## src/rtl/shadow_route_pkg.sv

```systemverilog
package shadow_route_pkg;

  // Width of one configuration byte.
  localparam int CFG_BYTE_W = 8;

  // Which part of the address space an access falls into.
  typedef enum logic [1:0] {
    AREA_PLAIN = 2'd0,  // below the shadow window: always internal
    AREA_SEG   = 2'd1,  // one of the 16 KB segments
    AREA_TOP   = 2'd2   // the single top area
  } area_e;

endpackage

```

## src/rtl/shadow_rst_sync.sv

```systemverilog
module shadow_rst_sync (
  input  logic clk,
  input  logic rst_n,
  output logic rst_n_sync
);

  logic [1:0] sync_q;
  logic [1:0] sync_d;

  always_comb begin
    sync_d = {sync_q[0], 1'b1};
  end

  always_ff @(posedge clk or negedge rst_n) begin
    if (!rst_n) begin
      sync_q <= 2'b00;
    end else begin
      sync_q <= sync_d;
    end
  end

  assign rst_n_sync = sync_q[1];

endmodule

```

## src/rtl/shadow_cfg_bank.sv

```systemverilog
module shadow_cfg_bank #(
  parameter int NUM_BYTES = 4,
  parameter int OFF_W     = 8,
  parameter int BASE_OFF  = 'h44,
  localparam int BYTE_W   = shadow_route_pkg::CFG_BYTE_W,
  localparam int FLAT_W   = NUM_BYTES * BYTE_W
) (
  input  logic              clk,
  input  logic              rst_n,
  input  logic              wr_en,
  input  logic [OFF_W-1:0]  wr_off,
  input  logic [BYTE_W-1:0] wr_data,
  output logic [FLAT_W-1:0] cfg_flat
);

  for (genvar b = 0; b < NUM_BYTES; b++) begin : g_byte
    logic              load_en;
    logic [BYTE_W-1:0] byte_q;
    logic [BYTE_W-1:0] byte_d;

    // Clock enable: this byte's offset is addressed by a write.
    assign load_en = wr_en && (wr_off == OFF_W'(BASE_OFF + b));

    always_comb begin
      byte_d = wr_data;
    end

    always_ff @(posedge clk or negedge rst_n) begin
      if (!rst_n) begin
        byte_q <= '0;
      end else if (load_en) begin
        byte_q <= byte_d;
      end
    end

    assign cfg_flat[b*BYTE_W +: BYTE_W] = byte_q;
  end

endmodule

```

## src/rtl/shadow_seg_map.sv

```systemverilog
module shadow_seg_map #(
  parameter int NUM_BYTES    = 4,
  parameter int NUM_SEG      = 12,
  parameter int SEG_PER_BYTE = 4,
  localparam int BYTE_W      = shadow_route_pkg::CFG_BYTE_W,
  localparam int FLAT_W      = NUM_BYTES * BYTE_W
) (
  input  logic [FLAT_W-1:0]  cfg_flat,
  output logic [NUM_SEG-1:0] seg_wr_en,
  output logic [NUM_SEG-1:0] seg_rd_en,
  output logic               top_wr_en,
  output logic               top_rd_en
);

  // Segment enables: byte index is swizzled so the lowest segments live
  // in the highest byte of the bank.
  for (genvar i = 0; i < NUM_SEG; i++) begin : g_seg
    localparam int BYTE_IDX = (i / SEG_PER_BYTE) ^ (NUM_BYTES - 1);
    localparam int WR_BIT   = BYTE_IDX * BYTE_W + (i % SEG_PER_BYTE);
    localparam int RD_BIT   = WR_BIT + SEG_PER_BYTE;
    assign seg_wr_en[i] = cfg_flat[WR_BIT];
    assign seg_rd_en[i] = cfg_flat[RD_BIT];
  end

  // The top area uses the two low bits of the first byte.
  assign top_wr_en = cfg_flat[0];
  assign top_rd_en = cfg_flat[1];

  logic unused_cfg_bits;
  assign unused_cfg_bits = ^cfg_flat[BYTE_W-1:2];

endmodule

```

## src/rtl/shadow_addr_classify.sv

```systemverilog
module shadow_addr_classify
  import shadow_route_pkg::*;
#(
  parameter int ADDR_W      = 20,
  parameter int SEG_SHIFT   = 14,
  parameter int NUM_SEG     = 12,
  parameter int REGION_BASE = 'hC0000,
  localparam int SEG_IDX_W  = $clog2(NUM_SEG),
  localparam int TOP_BASE   = REGION_BASE + (NUM_SEG << SEG_SHIFT)
) (
  input  logic [ADDR_W-1:0]    addr,
  output area_e                area,
  output logic [SEG_IDX_W-1:0] seg_idx
);

  logic [ADDR_W-1:0] offset;

  assign offset  = addr - ADDR_W'(REGION_BASE);
  assign seg_idx = offset[SEG_SHIFT +: SEG_IDX_W];

  always_comb begin
    if (addr >= ADDR_W'(TOP_BASE)) begin
      area = AREA_TOP;
    end else if (addr >= ADDR_W'(REGION_BASE)) begin
      area = AREA_SEG;
    end else begin
      area = AREA_PLAIN;
    end
  end

  logic unused_off_bits;
  assign unused_off_bits = ^{offset[SEG_SHIFT-1:0], offset[ADDR_W-1:SEG_SHIFT+SEG_IDX_W]};

endmodule

```

## src/rtl/shadow_route_sel.sv

```systemverilog
module shadow_route_sel
  import shadow_route_pkg::*;
#(
  parameter int NUM_SEG    = 12,
  localparam int SEG_IDX_W = $clog2(NUM_SEG),
  localparam int SEG_SLOTS = 1 << SEG_IDX_W
) (
  input  logic                 acc_valid,
  input  logic                 acc_wr,
  input  area_e                area,
  input  logic [SEG_IDX_W-1:0] seg_idx,
  input  logic [NUM_SEG-1:0]   seg_wr_en,
  input  logic [NUM_SEG-1:0]   seg_rd_en,
  input  logic                 top_wr_en,
  input  logic                 top_rd_en,
  output logic                 int_sel,
  output logic                 ext_sel
);

  // Pad to a power of two so any index value selects a defined bit.
  logic [SEG_SLOTS-1:0] wr_pad;
  logic [SEG_SLOTS-1:0] rd_pad;
  logic                 serve_int;

  assign wr_pad = SEG_SLOTS'(seg_wr_en);
  assign rd_pad = SEG_SLOTS'(seg_rd_en);

  always_comb begin
    unique case (area)
      AREA_TOP: serve_int = acc_wr ? top_wr_en : top_rd_en;
      AREA_SEG: serve_int = acc_wr ? wr_pad[seg_idx] : rd_pad[seg_idx];
      default:  serve_int = 1'b1;
    endcase
  end

  assign int_sel = acc_valid &  serve_int;
  assign ext_sel = acc_valid & ~serve_int;

endmodule

```

## src/rtl/shadow_route_top.sv

```systemverilog
module shadow_route_top
  import shadow_route_pkg::*;
#(
  parameter int ADDR_W       = 20,
  parameter int OFF_W        = 8,
  parameter int NUM_BYTES    = 4,
  parameter int BASE_OFF     = 'h44,
  parameter int NUM_SEG      = 12,
  parameter int SEG_PER_BYTE = 4,
  parameter int SEG_SHIFT    = 14,
  parameter int REGION_BASE  = 'hC0000,
  localparam int BYTE_W      = CFG_BYTE_W,
  localparam int FLAT_W      = NUM_BYTES * BYTE_W,
  localparam int SEG_IDX_W   = $clog2(NUM_SEG)
) (
  input  logic              clk,
  input  logic              rst_n,
  input  logic              cfg_we,
  input  logic [OFF_W-1:0]  cfg_off,
  input  logic [BYTE_W-1:0] cfg_wdata,
  input  logic              acc_valid,
  input  logic              acc_wr,
  input  logic [ADDR_W-1:0] acc_addr,
  output logic              int_sel,
  output logic              ext_sel
);

  logic                 rst_n_sync;
  logic [FLAT_W-1:0]    cfg_flat;
  logic [NUM_SEG-1:0]   seg_wr_en;
  logic [NUM_SEG-1:0]   seg_rd_en;
  logic                 top_wr_en;
  logic                 top_rd_en;
  area_e                area;
  logic [SEG_IDX_W-1:0] seg_idx;

  shadow_rst_sync u_rst (
    .clk        (clk),
    .rst_n      (rst_n),
    .rst_n_sync (rst_n_sync)
  );

  shadow_cfg_bank #(
    .NUM_BYTES (NUM_BYTES),
    .OFF_W     (OFF_W),
    .BASE_OFF  (BASE_OFF)
  ) u_bank (
    .clk      (clk),
    .rst_n    (rst_n_sync),
    .wr_en    (cfg_we),
    .wr_off   (cfg_off),
    .wr_data  (cfg_wdata),
    .cfg_flat (cfg_flat)
  );

  shadow_seg_map #(
    .NUM_BYTES    (NUM_BYTES),
    .NUM_SEG      (NUM_SEG),
    .SEG_PER_BYTE (SEG_PER_BYTE)
  ) u_map (
    .cfg_flat  (cfg_flat),
    .seg_wr_en (seg_wr_en),
    .seg_rd_en (seg_rd_en),
    .top_wr_en (top_wr_en),
    .top_rd_en (top_rd_en)
  );

  shadow_addr_classify #(
    .ADDR_W      (ADDR_W),
    .SEG_SHIFT   (SEG_SHIFT),
    .NUM_SEG     (NUM_SEG),
    .REGION_BASE (REGION_BASE)
  ) u_cls (
    .addr    (acc_addr),
    .area    (area),
    .seg_idx (seg_idx)
  );

  shadow_route_sel #(
    .NUM_SEG (NUM_SEG)
  ) u_sel (
    .acc_valid (acc_valid),
    .acc_wr    (acc_wr),
    .area      (area),
    .seg_idx   (seg_idx),
    .seg_wr_en (seg_wr_en),
    .seg_rd_en (seg_rd_en),
    .top_wr_en (top_wr_en),
    .top_rd_en (top_rd_en),
    .int_sel   (int_sel),
    .ext_sel   (ext_sel)
  );

endmodule

```

## config.mk

```make
export PLATFORM = sky130hd
export DESIGN_NAME = shadow_route_top
export DESIGN_NICKNAME = d
export VERILOG_FILES = /design/src/rtl/shadow_route_pkg.sv /design/src/rtl/shadow_rst_sync.sv /design/src/rtl/shadow_cfg_bank.sv /design/src/rtl/shadow_seg_map.sv /design/src/rtl/shadow_addr_classify.sv /design/src/rtl/shadow_route_sel.sv /design/src/rtl/shadow_route_top.sv
export SDC_FILE = /design/constraint.sdc
export NUM_CORES = 1
export LEC_CHECK = 0
export BUFFER_PORTS_ARGS = -buffer_cell sky130_fd_sc_hd__buf_2
export CORE_MARGIN = 1
export CORE_UTILIZATION = 40
export DETAILED_ROUTE_END_ITERATION = 16
export PLACE_DENSITY = 0.68
export SLEW_MARGIN = 5
export SYNTH_ARGS = -nofsm -noshare
export SYNTH_HDL_FRONTEND = slang
export SYNTH_SLANG_ARGS = --single-unit
```

## constraint.sdc

```tcl
create_clock -name clk -period 1.8 [get_ports clk]
set_input_delay 0.36 -clock clk [delete_from_list [all_inputs] [get_ports clk]]
set_output_delay 0.36 -clock clk [all_outputs]
set_load 0.02 [all_outputs]
```

==> summary.md <==
| Metric | Value |
|---|---|
| Failing checks | `setup timing` |
| Worst path bufs/invs | `1` |
| Number of port buffers | `28` |
| DRC | `0` |
| Fin crit share | `1.27` |
| Post-synth ARST share | `1.00` |
| I/O Pins | `43` |
| Die area | `3670 µm²` |
| Total GRT Usage | `0.169` |
| Power share of the combinational group | `0.147` |
| Synth Instances | `98` |
| Total iterations of the first detailed-routing run | `3` |
| Ratio of cells with drive above 1 in the final layout | `0.572` |
| R2r endpoint | `u_bank.g_byte[2].byte_q[3]` |
| CP Launch Type | `flop` |
| Slack of the critical path | `-0.493 ns` |
| Syn-to-layout area delta | `24.8%` |
| Top delay family on crit path | `compound AO/OA/AOI/OAI gates` |
| Avg Cell Area, Syn | `14.0 µm²` |
| Post-route setup TNS | `-0.935 ns` |
| 1st-iter DRT viols | `17` |
| CTS Root Cell | `clkbuf_4` |
| Antenna diode count | `0` |
| Worst reg-to-reg setup slack | `0.91 ns` |
| Part of the power in registers | `0.626` |
| Min cycle time layout | `2.29 ns` |
| Sequential-to-total area share from yosys stat | `0.511` |
| Clk_skew | `0.000694 ns` |
| Status | `finished with violations` |
| Pre-CTS setup slack | `-0.372 ns` |
| RSZ-0062 raised after global routing | `yes` |
| Initial antenna violation count | `0` |
| Total number of vias | `914` |
| Critical R2R Launch | `u_bank.g_byte[2].byte_q[3]` |
| Critical path's largest stage delay | `0.41 ns` |
| WP data arrival | `1.93 ns` |
| Clk sinks | `28` |
| Switching pwr | `250 µW` |
| WS Path Type | `reg -> out` |
| Worst ir drop on vdd | `0.377 mV` |
| Final Hold Viols | `0` |
| Critical-path cell list | `mux2_4 > a311o_1 > o32ai_4 > and4_4 > buf_6` |
| Post-synth EDFFs | `0` |
| Synth warn | `0` |
| Initial Util | `0.435` |
| WHS | `0.236 ns` |
| Final ANT Viol Nets | `0` |
| Placed Cells incl. Taps | `177` |
| Worst path slowest cell | `dfrtp_1` |
| Leak Pwr | `0.000868 µW` |
| Max-slew violations | `0` |
| Final cell count without fillers | `182` |
| Residual overflow from global routing | `0` |
| Setup violators final | `2` |
| Clock network fraction of design power | `0.227` |
| Reg clk slew, reported paths | `0.13 ns` |
| Pwr dens | `629 nW/µm²` |
| HP Class | `reg -> async` |
| Fmax | `436 MHz` |
| Core area | `3150 µm²` |
| Cell variety after synth | `31` |
| DIE HEIGHT | `60.6 µm` |
| H-tree Lvls | `1` |
| Clock buffer depth | `2` |
| Worst-case reg-to-reg path depth | `2` |
| WL per Instance | `14.2 µm` |
| Crit path max fanout | `2` |
| Largest net degree at the start of global routing | `27` |
| GPL Wtd Cong | `0.869` |
| Vias per inst | `5.02` |
| Drt total wl | `2.59 mm` |
| # rows | `20` |
| Worst EP required | `1.44 ns` |
| Fin nets | `181` |
| Critical Path End Type | `output port` |
| Worst skew pair latency | `0.32 ns` |
| Vias in the first global route | `942` |
| First-pass GRT wire length | `4.40 mm` |
| CP Depth | `5` |
| CTS tree | `done` |
| Die W | `60.6 µm` |
| Num CTS Buffers | `3` |
| Yosys reg bits | `28` |
| DP Wirelength | `2.02 mm` |
| Max Cap Viol | `0` |
| Critical path origin | `u_bank.g_byte[2].byte_q[7]` |
| Net Sw Frac | `0.233` |
| Net Count, Synth | `139` |
| Top_reg_cell synth | `dfrtp_1` |
| Internal | `826 µW` |
| Cell area after synthesis | `1370 µm²` |
-- worst max-delay path by stage --
stage | endpoint
after detailed placement | ext_sel
after floorplan | ext_sel
final | ext_sel
after global routing | ext_sel
after CTS | ext_sel
after global placement | ext_sel
-- stage by stage --
stage / util / power, µW / cell area [µm²]
after CTS: 0.537 / 1080 / 1690
final: 0.543 / 1080 / 1710
after global placement: 0.524 / 830 / 1650
after detailed placement: 0.524 / 836 / 1650
after floorplan: - / 767 / 1380
after global routing: 0.543 / 1130 / 1710
-- repair_timing --
action	CTS	global route
pin swaps	0	1
endpoints found under the setup margin	2	2
gates resized for setup	1	3
hold buffers	1	0
endpoints found under the hold margin	2	0
buffers inserted	1	0
-- cells in the final DEF (no fill, tap or decap), types with 2 or more instances in the layout --
| master | instances |
|---|---|
| buf_12 | 2 |
| buf_2 | 26 |
| buf_4 | 10 |
| clkbuf_4 | 3 |
| dfrtp_1 | 28 |
| inv_1 | 4 |
| mux2_2 | 25 |
| mux2_4 | 3 |
| mux2i_1 | 5 |
| mux4_2 | 2 |
| nand2_1 | 4 |
| nor2_1 | 2 |
| nor2_2 | 2 |
-- cell usage after synthesis (2+ instances only) --
library cell / instances / area (µm²)
mux2_2: 26 / 293
mux4_2: 2 / 45.0
inv_1: 4 / 15.0
buf_2: 2 / 10.0
nor2_1: 2 / 7.51
nor2_2: 2 / 12.5
nand2_1: 4 / 15.0
dfrtp_1: 28 / 701
mux2i_1: 5 / 50.1
mux2_4: 2 / 30.0
-- cell families (layout without fill, tap and decap cells) --
logic type,after synthesis,in the layout,share of synthesized area
multiplexers,36,36,0.324
flip-flops,28,28,0.511
buffers and inverters,7,47,0.0265
AND/OR/NAND/NOR,19,19,0.0903
other,1,1,0.00273
AO/OA/AOI/OAI,7,7,0.0456
-- power groups by stage --
stage	registers [µW]	logic, µW	clock network (µW)
6_report	674	158	244
4_1_cts	674	154	253
3_3_place_gp	685	145	0
5_1_grt	678	175	281
2_1_floorplan	688	79.2	0
3_5_place_dp	687	149	0
-- layout make-up --
type / instances / area [µm²]
clock buffers: 3 / 22.5
fillers: 282 / 1440
inverters: 4 / 15.0
multi-input cells: 63 / 652
flip-flops and latches: 28 / 701
well taps: 44 / 55.1
repair buffers: 40 / 267
-- metal layers --
| layer | track usage | share of wire | routed length [µm] | up-vias |
|---|---|---|---|---|
| met5 | 0 | 0 | 0 | - |
| met3 | 0.0192 | 0.023 | 59 | 5 |
| met4 | 0.0779 | 0.019 | 48 | 0 |
| li1 | - | - | - | 441 |
| met1 | 0.230 | 0.46 | 1200 | 451 |
| met2 | 0.273 | 0.49 | 1280 | 17 |
-- flip-flops by register name (all words and copies together), names as in the netlist --
name,flops
u_bank.g_byte.byte_q,26
u_rst.sync_q,2
No activity file was read; power rests on OpenSTA's default activity.
